<file path="config.mk">
export PLATFORM = sky130hd
export DESIGN_NAME = ser_par_tx
export DESIGN_NICKNAME = d
export VERILOG_FILES = /design/src/rtl/ser_tx_pkg.sv /design/src/rtl/ser_tx_field.sv /design/src/rtl/ser_tx_shift.sv /design/src/rtl/ser_tx_seq.sv /design/src/rtl/ser_par_tx.sv
export SDC_FILE = /design/constraint.sdc
export NUM_CORES = 1
export LEC_CHECK = 0
export BUFFER_PORTS_ARGS = -buffer_cell sky130_fd_sc_hd__buf_2
export CAP_MARGIN = 20
export CORE_AREA = 10 10 65 67
export CTS_CLUSTER_SIZE = 10
export DETAILED_ROUTE_END_ITERATION = 7
export DIE_AREA = 0 0 75 77
export GPL_ROUTABILITY_DRIVEN = 0
export SLEW_MARGIN = 40
export SYNTH_ARGS = -nofsm -noshare
export SYNTH_HDL_FRONTEND = slang
export SYNTH_SLANG_ARGS = --single-unit
export TNS_END_PERCENT = 5
</file>
<file path="constraint.sdc">
create_clock -name clk -period 2.9 [get_ports clk]
set_clock_uncertainty 0.05 [all_clocks]
set_input_delay 0.29 -clock clk [delete_from_list [all_inputs] [get_ports clk]]
set_output_delay 0.29 -clock clk [all_outputs]
set_load 0.01 [all_outputs]
</file>
<file path="src/rtl/ser_tx_pkg.sv">
package ser_tx_pkg;
  typedef enum logic [1:0] {
    ST_IDLE = 2'd0,
    ST_WAIT = 2'd1,
    ST_SEND = 2'd2
  } tx_state_e;
endpackage

</file>
<file path="src/rtl/ser_tx_field.sv">
module ser_tx_field #(
  parameter int FIELD_MAX = 9
) (
  input  logic [FIELD_MAX-1:0] data,
  input  logic                 wide,
  input  logic                 par_en,
  input  logic                 par_odd,
  output logic [FIELD_MAX-1:0] field
);
  localparam int NARROW_TOP = FIELD_MAX - 2;
  localparam int WIDE_TOP   = FIELD_MAX - 1;

  logic par_narrow;
  logic par_wide;

  // parity over the bits below the chosen field top, flipped for odd type
  assign par_narrow = (^data[NARROW_TOP-1:0]) ^ par_odd;
  assign par_wide   = (^data[WIDE_TOP-1:0]) ^ par_odd;

  for (genvar i = 0; i < FIELD_MAX; i++) begin : g_bit
    if (i < NARROW_TOP) begin : g_plain
      assign field[i] = data[i];
    end else if (i == NARROW_TOP) begin : g_ntop
      assign field[i] = (!wide && par_en) ? par_narrow : data[i];
    end else begin : g_wtop
      always_comb begin
        if (!wide)       field[i] = 1'b1;
        else if (par_en) field[i] = par_wide;
        else             field[i] = data[i];
      end
    end
  end
endmodule

</file>
<file path="src/rtl/ser_tx_shift.sv">
module ser_tx_shift #(
  parameter int FRAME_W = 11
) (
  input  logic               clk,
  input  logic               rst_n,
  input  logic               load,
  input  logic               shift,
  input  logic [FRAME_W-1:0] frame_in,
  output logic               lsb
);
  logic [FRAME_W-1:0] sr_q;
  logic [FRAME_W-1:0] sr_d;
  logic               sr_en;

  assign sr_en = load | shift;

  always_comb begin
    if (load) sr_d = frame_in;
    else      sr_d = {1'b1, sr_q[FRAME_W-1:1]};
  end

  always_ff @(posedge clk or negedge rst_n) begin
    if (!rst_n)     sr_q <= '1;
    else if (sr_en) sr_q <= sr_d;
  end

  assign lsb = sr_q[0];


  sr_hold_chk: assert property (@(posedge clk) disable iff (!rst_n)
    (!load && !shift) |=> $stable(sr_q));
endmodule

</file>
<file path="src/rtl/ser_tx_seq.sv">
module ser_tx_seq
  import ser_tx_pkg::*;
#(
  parameter int FRAME_W = 11
) (
  input  logic      clk,
  input  logic      rst_n,
  input  logic      accept,
  input  logic      tick,
  input  logic      wide,
  output tx_state_e state,
  output logic      shift
);
  localparam int CNT_W = $clog2(FRAME_W + 1);
  localparam logic [CNT_W-1:0] LEN_WIDE   = CNT_W'(FRAME_W);
  localparam logic [CNT_W-1:0] LEN_NARROW = CNT_W'(FRAME_W - 1);
  localparam logic [CNT_W-1:0] CNT_ONE    = CNT_W'(1);

  tx_state_e        st_q, st_d;
  logic [CNT_W-1:0] cnt_q, cnt_d;
  logic             wide_q, wide_d;
  logic             cnt_en, wide_en;

  always_comb begin
    st_d    = st_q;
    cnt_d   = cnt_q;
    wide_d  = wide;
    cnt_en  = 1'b0;
    wide_en = 1'b0;
    shift   = 1'b0;
    case (st_q)
      ST_IDLE: begin
        if (accept) begin
          st_d    = ST_WAIT;
          wide_en = 1'b1;
        end
      end
      ST_WAIT: begin
        if (tick) begin
          st_d   = ST_SEND;
          cnt_d  = wide_q ? LEN_WIDE : LEN_NARROW;
          cnt_en = 1'b1;
        end
      end
      ST_SEND: begin
        if (tick) begin
          cnt_en = 1'b1;
          cnt_d  = cnt_q - CNT_ONE;
          shift  = 1'b1;
          if (cnt_q == CNT_ONE) st_d = ST_IDLE;
        end
      end
      default: st_d = ST_IDLE;
    endcase
  end

  always_ff @(posedge clk or negedge rst_n) begin
    if (!rst_n) begin
      st_q   <= ST_IDLE;
      cnt_q  <= '0;
      wide_q <= 1'b0;
    end else begin
      st_q <= st_d;
      if (cnt_en)  cnt_q  <= cnt_d;
      if (wide_en) wide_q <= wide_d;
    end
  end

  assign state = st_q;


  cnt_range_chk: assert property (@(posedge clk) disable iff (!rst_n)
    cnt_q <= LEN_WIDE);

  accept_wait_chk: assert property (@(posedge clk) disable iff (!rst_n)
    accept |=> (st_q == ST_WAIT));

  len_load_chk: assert property (@(posedge clk) disable iff (!rst_n)
    (st_q == ST_WAIT && tick && wide_q) |=> (cnt_q == LEN_WIDE));

  cnt_hold_chk: assert property (@(posedge clk) disable iff (!rst_n)
    (st_q == ST_SEND && !tick) |=> $stable(cnt_q));
endmodule

</file>
<file path="src/rtl/ser_par_tx.sv">
module ser_par_tx
  import ser_tx_pkg::*;
#(
  parameter int FIELD_MAX = 9
) (
  input  logic                 clk,
  input  logic                 rst_n,
  input  logic                 bit_tick,
  input  logic                 in_valid,
  output logic                 in_ready,
  input  logic [FIELD_MAX-1:0] in_data,
  input  logic                 wide,
  input  logic                 par_en,
  input  logic                 par_odd,
  output logic                 txd,
  output logic                 busy
);
  localparam int FRAME_W = FIELD_MAX + 2;

  tx_state_e          state;
  logic               accept;
  logic               shift;
  logic               lsb;
  logic [FIELD_MAX-1:0] field;
  logic [FRAME_W-1:0] frame;

  assign in_ready = (state == ST_IDLE);
  assign busy     = !in_ready;
  assign accept   = in_valid && in_ready;
  assign frame    = {1'b1, field, 1'b0};

  ser_tx_field #(.FIELD_MAX(FIELD_MAX)) u_field (
    .data    (in_data),
    .wide    (wide),
    .par_en  (par_en),
    .par_odd (par_odd),
    .field   (field)
  );

  ser_tx_seq #(.FRAME_W(FRAME_W)) u_seq (
    .clk    (clk),
    .rst_n  (rst_n),
    .accept (accept),
    .tick   (bit_tick),
    .wide   (wide),
    .state  (state),
    .shift  (shift)
  );

  ser_tx_shift #(.FRAME_W(FRAME_W)) u_shift (
    .clk      (clk),
    .rst_n    (rst_n),
    .load     (accept),
    .shift    (shift),
    .frame_in (frame),
    .lsb      (lsb)
  );

  assign txd = (state == ST_SEND) ? lsb : 1'b1;


  idle_high_chk: assert property (@(posedge clk) disable iff (!rst_n)
    (state != ST_SEND) |-> txd);

  start_low_chk: assert property (@(posedge clk) disable iff (!rst_n)
    (state == ST_WAIT && bit_tick) |=> !txd);

  line_hold_chk: assert property (@(posedge clk) disable iff (!rst_n)
    (busy && !bit_tick) |=> $stable(txd));

  busy_block_chk: assert property (@(posedge clk) disable iff (!rst_n)
    (busy && in_valid && !bit_tick) |=> busy);

  par_even_chk: assert property (@(posedge clk) disable iff (!rst_n)
    (accept && par_en && !wide) |-> ((^field[FIELD_MAX-2:0]) == par_odd));
endmodule

</file>
==> flow_summary.ini, run 1 <==
[synthesis]
synth_fp_nets = 132
syn_area_um2 = 1015
ys_seq_area_share_pct = 43.16
synth.avg_cell_area_um2 = 9.309
synth_cell_types = 24
synth-seq-cells = 17
yosysWarningCount = 0
synth_cells = 109

[final_layout]
final_cell_mix = buf_2, o21ai_0, nand2_1
area_growth_pct = 15.04
n_antenna_cell = 0
drive_above_1_share_pct = 25.00
final_cell_area_um2 = 1167
nets = 152
final_common_cell = buf_2

[die]
initial_core_util_pct = 34.08
die_area_um2 = 5775
rows = 20
die_height_um = 77
die_w_um = 75
ios = 19
core-area_um2 = 2978

[clocking]
clockBufferDepth = 2
postCtsSetupBuffers = 0
cts_max_level = 1
clkSinkCount = 17
cts_tree = built
cts_made_buffers = 3
clk_pin_slew_ns = 0.10
insertion_delay_ns = 0.28
root_buffer = clkbuf_4

[grt]
antenna_found_initial = 0
grt.total_usage_pct = 7.858
grt_pass1_wl_um = 3608
grt_max_degree = 21
grt.overflow.total = 0
grt_pass1_vias = 813

[drt]
drc = 0
finalWirelength_um = 1966
routedWlPerCell_um = 12.21
vias = 773
routed_via_density = 4.801
first_pass_iters = 4
ant_nets = 0
drt_iter0_drc = 64

[power_and_ir_drop]
power_switching_w = 0.0004005
p_comb_share_pct = 43.4
sequentialPowerShare_pct = 44.7
intPower_w = 0.0006425
ir_drop_v = 0.0002336
power_frac_clock_pct = 11.9
sw_frac_of_total_pct = 38.40
p_leak_nw = 0.5566
p_per_area_nw_per_um2 = 893.5

[min_path]
min_from = in_data[3]
hold_path.class = in2reg

[critical_path]
r2r_start = u_seq.state[1]$_DFFE_PN0P_
required_ns = 3.05
cp_data_arrival_time_ns = 2.03
setup.worst_path.start_class = register
cp_max_fo = 20
path_class = reg2reg
cp-startpoint = u_seq.state[1]$_DFFE_PN0P_
end_kind = register

[sta]
finalSetupTns_ns = 0
rsz0062_at_grt = no
finalSetupViolations = 0
drv_slew = 0
max_freq_mhz = 532.2
final_hold_viol_count = 0
tightest_slew_ns = 0.5852
relSlewSlack_pct = 60.99
layout_min_cycle_time_ns = 1.879
period_share_pct = 64.79

[flow_run]
drv_cap = 0

[status]
status = complete, no violations

[place]
placedInstanceArea_um2 = 1131
port_buffers = 18
dpl.hpwl_um = 1616
==> cell usage after synthesis, drive strengths merged <==
| library cell | number | area [um2] |
|---|---|---|
| inv | 9 | 33.78 |
| o31ai | 1 | 7.510 |
| o22a | 1 | 8.760 |
| xnor2 | 7 | 61.31 |
| a21oi | 7 | 35.03 |
| o21ai | 16 | 80.07 |
| o21bai | 1 | 7.510 |
| mux2i | 8 | 80.08 |
| nand3 | 2 | 10.01 |
| and2 | 1 | 6.260 |
| dfrtp | 7 | 175.2 |
| ha | 7 | 87.58 |
| nor3 | 1 | 5.000 |
| nand4 | 1 | 6.260 |
| nand2 | 14 | 52.55 |
| a21boi | 1 | 11.26 |
| dfstp | 10 | 262.8 |
| xnor3 | 1 | 22.52 |
| o22ai | 1 | 6.260 |
| clkbuf | 4 | 15.01 |
| nor3b | 1 | 7.510 |
| nand2b | 1 | 6.260 |
| nor2 | 7 | 26.28 |
==> power by group through the flow <==
stage               Clock, W  Combinational (W)  Sequential (W)
floorplan                  0           0.000356        0.000449
global placement           0           0.000446        0.000467
detailed placement         0           0.000460        0.000473
CTS                 0.000130           0.000463        0.000468
global route        0.000142           0.000536        0.000488
finish              0.000124           0.000453        0.000466
==> cell type report <==
cell class / count / area, um2
Sequential cell: 17 / 437.9
Multi-Input combinational cell: 79 / 528.0
Clock buffer: 4 / 26.28
Inverter: 9 / 33.78
Timing Repair Buffer: 19 / 100.1
Tap cell: 33 / 41.29
Fill cell: 311 / 1810
==> registers in the layout, summed over array words and instances, names as in the netlist <==
| register | cells |
|---|---|
| u_seq.cnt_q | 4 |
| u_seq.state | 2 |
| u_seq.wide_q | 1 |
| u_shift.sr_q | 10 |
==> critical path, cell delays in order (launching register included) <==
cell	delay, ns
dfrtp_1	0.40
inv_1	0.14
ha_1	0.20
and2_1	0.51
nand2_1	0.13
a21oi_1	0.14
o21ai_1	0.08
a21boi_2	0.15
==> layer usage <==
layer,track usage (%),vias up,wire [um]
met3,2.445,2,94
met4,4.545,0,34
met2,12.10,8,981
li1,-,402,-
met1,9.193,361,856
met5,0,-,0
==> what timing repair did <==
action	4_1_cts	5_1_grt
hold endpoints to repair	7	0
hold buffers	1	0
gates resized for setup	0	0
==> stage by stage <==
stage | setup slack, ns | instances | util, % | power [W] | hold slack (ns)
5_1_grt | 0.8033 | 161 | 39.20 | 0.001166 | 0.1840
2_1_floorplan | 1.249 | 109 | - | 0.0008055 | -0.05559
6_report | 1.021 | 161 | 39.20 | 0.001043 | 0.1747
3_5_place_dp | 1.010 | 156 | 37.98 | 0.0009324 | 0.1766
3_3_place_gp | 1.014 | 156 | 37.98 | 0.0009130 | 0.1789
4_1_cts | 0.9900 | 161 | 39.20 | 0.001060 | 0.1723
==> worst paths after layout <==
kind / to / slack, ns / cells after the start
setup / recovery: u_shift.sr_q[9]$_DFFE_PN1P_ / 1.02 / 7
hold / removal: u_shift.sr_q[4]$_DFFE_PN1P_ / 0.17 / 3
setup reg to reg: u_shift.sr_q[9]$_DFFE_PN1P_ / 1.02 / 7
hold reg to reg: u_shift.sr_q[0]$_DFFE_PN1P_ / 0.42 / 2
max in group asynchronous: u_shift.sr_q[0]$_DFFE_PN1P_ / 2.10 / 2
min in group asynchronous: u_seq.cnt_q[3]$_DFFE_PN0P_ / 0.40 / 2
==> cells by family (layout without fill, tap and decap cells) <==
family / count (synthesis) / in the layout / synth area share (%)
compound gates: 28 / 28 / 15.41
xor+xnor: 8 / 8 / 8.261
fa+ha+maj: 7 / 7 / 8.631
buf+inv: 13 / 32 / 4.808
flops: 17 / 17 / 43.16
mux: 8 / 8 / 7.892
simple gates: 28 / 28 / 11.84
No activity file was read; power rests on OpenSTA's default activity.
==> run 2: changes to the inputs <==
clock period = 1.8 ns   (was 2.9 ns; I/O delays follow)
==> run 2 against run 1 <==
Compared with the run above: critical path depth decreased by 2; combinational power rose by 70%; die area unchanged; flip-flop and latch count is the same; first-iteration DRC count decreased by 38%; critical endpoint is now txd; largest cell class unchanged; highest routed layer unchanged.
==> flow_summary.ini, run 2 (synthesis gave the netlist of run 1 again) <==
[status]
status = complete, no violations

[clocking]
clkSinkCount = 17
cts_max_level = 1
cts_made_buffers = 3
cts_resized = 0
clockBufferDepth = 2
root_buffer = clkbuf_4
clk_pin_slew_ns = 0.10
insertion_delay_ns = 0.28
cts_tree = built

[place]
port_buffers = 18
placedInstanceArea_um2 = 1154
dpl.hpwl_um = 1701
place_inst = 159

[final_layout]
fillers = 295
final_cells = 164
multiInputGateArea_um2 = 528.0
regArea_um2 = 437.9
area_growth_pct = 17.26
largest_reg_flops = 10
final_cell_mix = buf_2, o21ai_0, nand2_1
final_cell_area_um2 = 1190
n_antenna_cell = 0
regMostFlops = u_shift.sr_q
post-route-util_pct = 39.96
drive_above_1_share_pct = 26.72
final_common_cell = buf_2
nets = 155

[critical_path]
reg2reg_setup_slack_ns = 0.22
cp_data_arrival_time_ns = 1.35
required_ns = 1.57
cp-startpoint = u_seq.state[0]$_DFFE_PN0P_
cp_max_fo = 9
r2r_start = u_seq.state[0]$_DFFE_PN0P_
setup.worst_path.start_class = register
path_class = reg2out
r2r_end = u_shift.sr_q[7]$_DFFE_PN1P_
end_kind = output pin
rr_worst_depth = 5
worstSetupEndpoint = txd

[power_and_ir_drop]
p_per_area_nw_per_um2 = 1448
ir_drop_v = 0.0004787
p_leak_nw = 0.5713

[min_path]
min_path_cells = 3
hold_path.class = in2reg

[drt]
vias = 787
first_pass_iters = 4
routed_via_density = 4.799
drc = 0
finalWirelength_um = 2152
ant_nets = 0
drt_iter0_drc = 40
routedWlPerCell_um = 13.12

[sta]
relSlewSlack_pct = 68.03
tightest_slew_ns = 0.4784
final_hold_viol_count = 0
rsz0062_at_grt = no
max_freq_mhz = 634.9
layout_min_cycle_time_ns = 1.575
finalSetupTns_ns = 0
period_share_pct = 87.50
finalSetupViolations = 0
drv_slew = 0

[grt]
grt_pass1_vias = 784
antenna_found_initial = 0
grt.overflow.total = 0
grt_pass1_wl_um = 3477
grt.total_usage_pct = 7.611
grt_max_degree = 18

[die]
initial_core_util_pct = 34.08
die_height_um = 77
ios = 19
die_w_um = 75
core-area_um2 = 2978
die_area_um2 = 5775
rows = 20

[flow_run]
drv_cap = 0
[run 2: changes by cell type in the layout (fill, tap and decap cells not counted)]
| cell | previous run | this run |
|---|---|---|
| buf_4 | 0 | 3 |
[run 2: worst max-delay path: stages (launching register included)]
cell      delay, ns
dfrtp_1        0.41
inv_1          0.12
ha_1           0.18
buf_4          0.16
nand2b_1       0.06
buf_2          0.13
[run 2: final cells by class]
type	count	area share, %
repair buffers	22	10.30
inverters	9	2.839
flip-flops and latches	17	36.80
multi-input cells	79	44.37
clock buffers	4	2.208
well taps	33	3.470
[run 2: worst min path at each step]
| stage | startpoint | end | slack (ns) |
|---|---|---|---|
| 2_1_floorplan | rst_n | u_seq.cnt_q[0]$_DFFE_PN0P_ | -0.17 |
| 3_3_place_gp | rst_n | u_seq.cnt_q[2]$_DFFE_PN0P_ | 0.07 |
| 3_5_place_dp | rst_n | u_seq.cnt_q[2]$_DFFE_PN0P_ | 0.07 |
| 4_1_cts | in_data[3] | u_shift.sr_q[4]$_DFFE_PN1P_ | 0.07 |
| 5_1_grt | in_data[3] | u_shift.sr_q[4]$_DFFE_PN1P_ | 0.05 |
| 6_report | in_data[3] | u_shift.sr_q[4]$_DFFE_PN1P_ | 0.07 |
[run 2: layer usage]
layer / part of all wire (%) / vias to the layer above / GRT usage, %
met5: 0 / - / 0
met4: 1.9 / 0 / 4.545
met3: 1.9 / 2 / 1.287
met2: 50 / 10 / 12.19
met1: 46 / 364 / 9.077
li1: - / 411 / -
[run 2: timing repair]
item | in CTS | in global routing
hold buffers | 1 | 0
buffers inserted | 0 | 0
endpoints found under the hold margin | 7 | 0
[run 2: power breakdown]
group,internal [W],leakage (nW),switching (W)
clock network,0.0000860,0.0150,0.000115
registers,0.000634,0.188,0.000119
logic,0.000336,0.368,0.000433
total,0.00106,0.571,0.000667
[run 2: metrics by stage]
| stage | power, W | hold WS, ns | setup slack [ns] |
|---|---|---|---|
| 6_report | 0.001723 | 0.07033 | 0.2250 |
| 5_1_grt | 0.001889 | 0.05366 | 0.07070 |
| 4_1_cts | 0.001743 | 0.06590 | 0.2047 |
| 3_5_place_dp | 0.001536 | 0.07291 | 0.2584 |
| 3_3_place_gp | 0.001496 | 0.07283 | 0.2762 |
| 2_1_floorplan | 0.001298 | -0.1656 | 0.1491 |
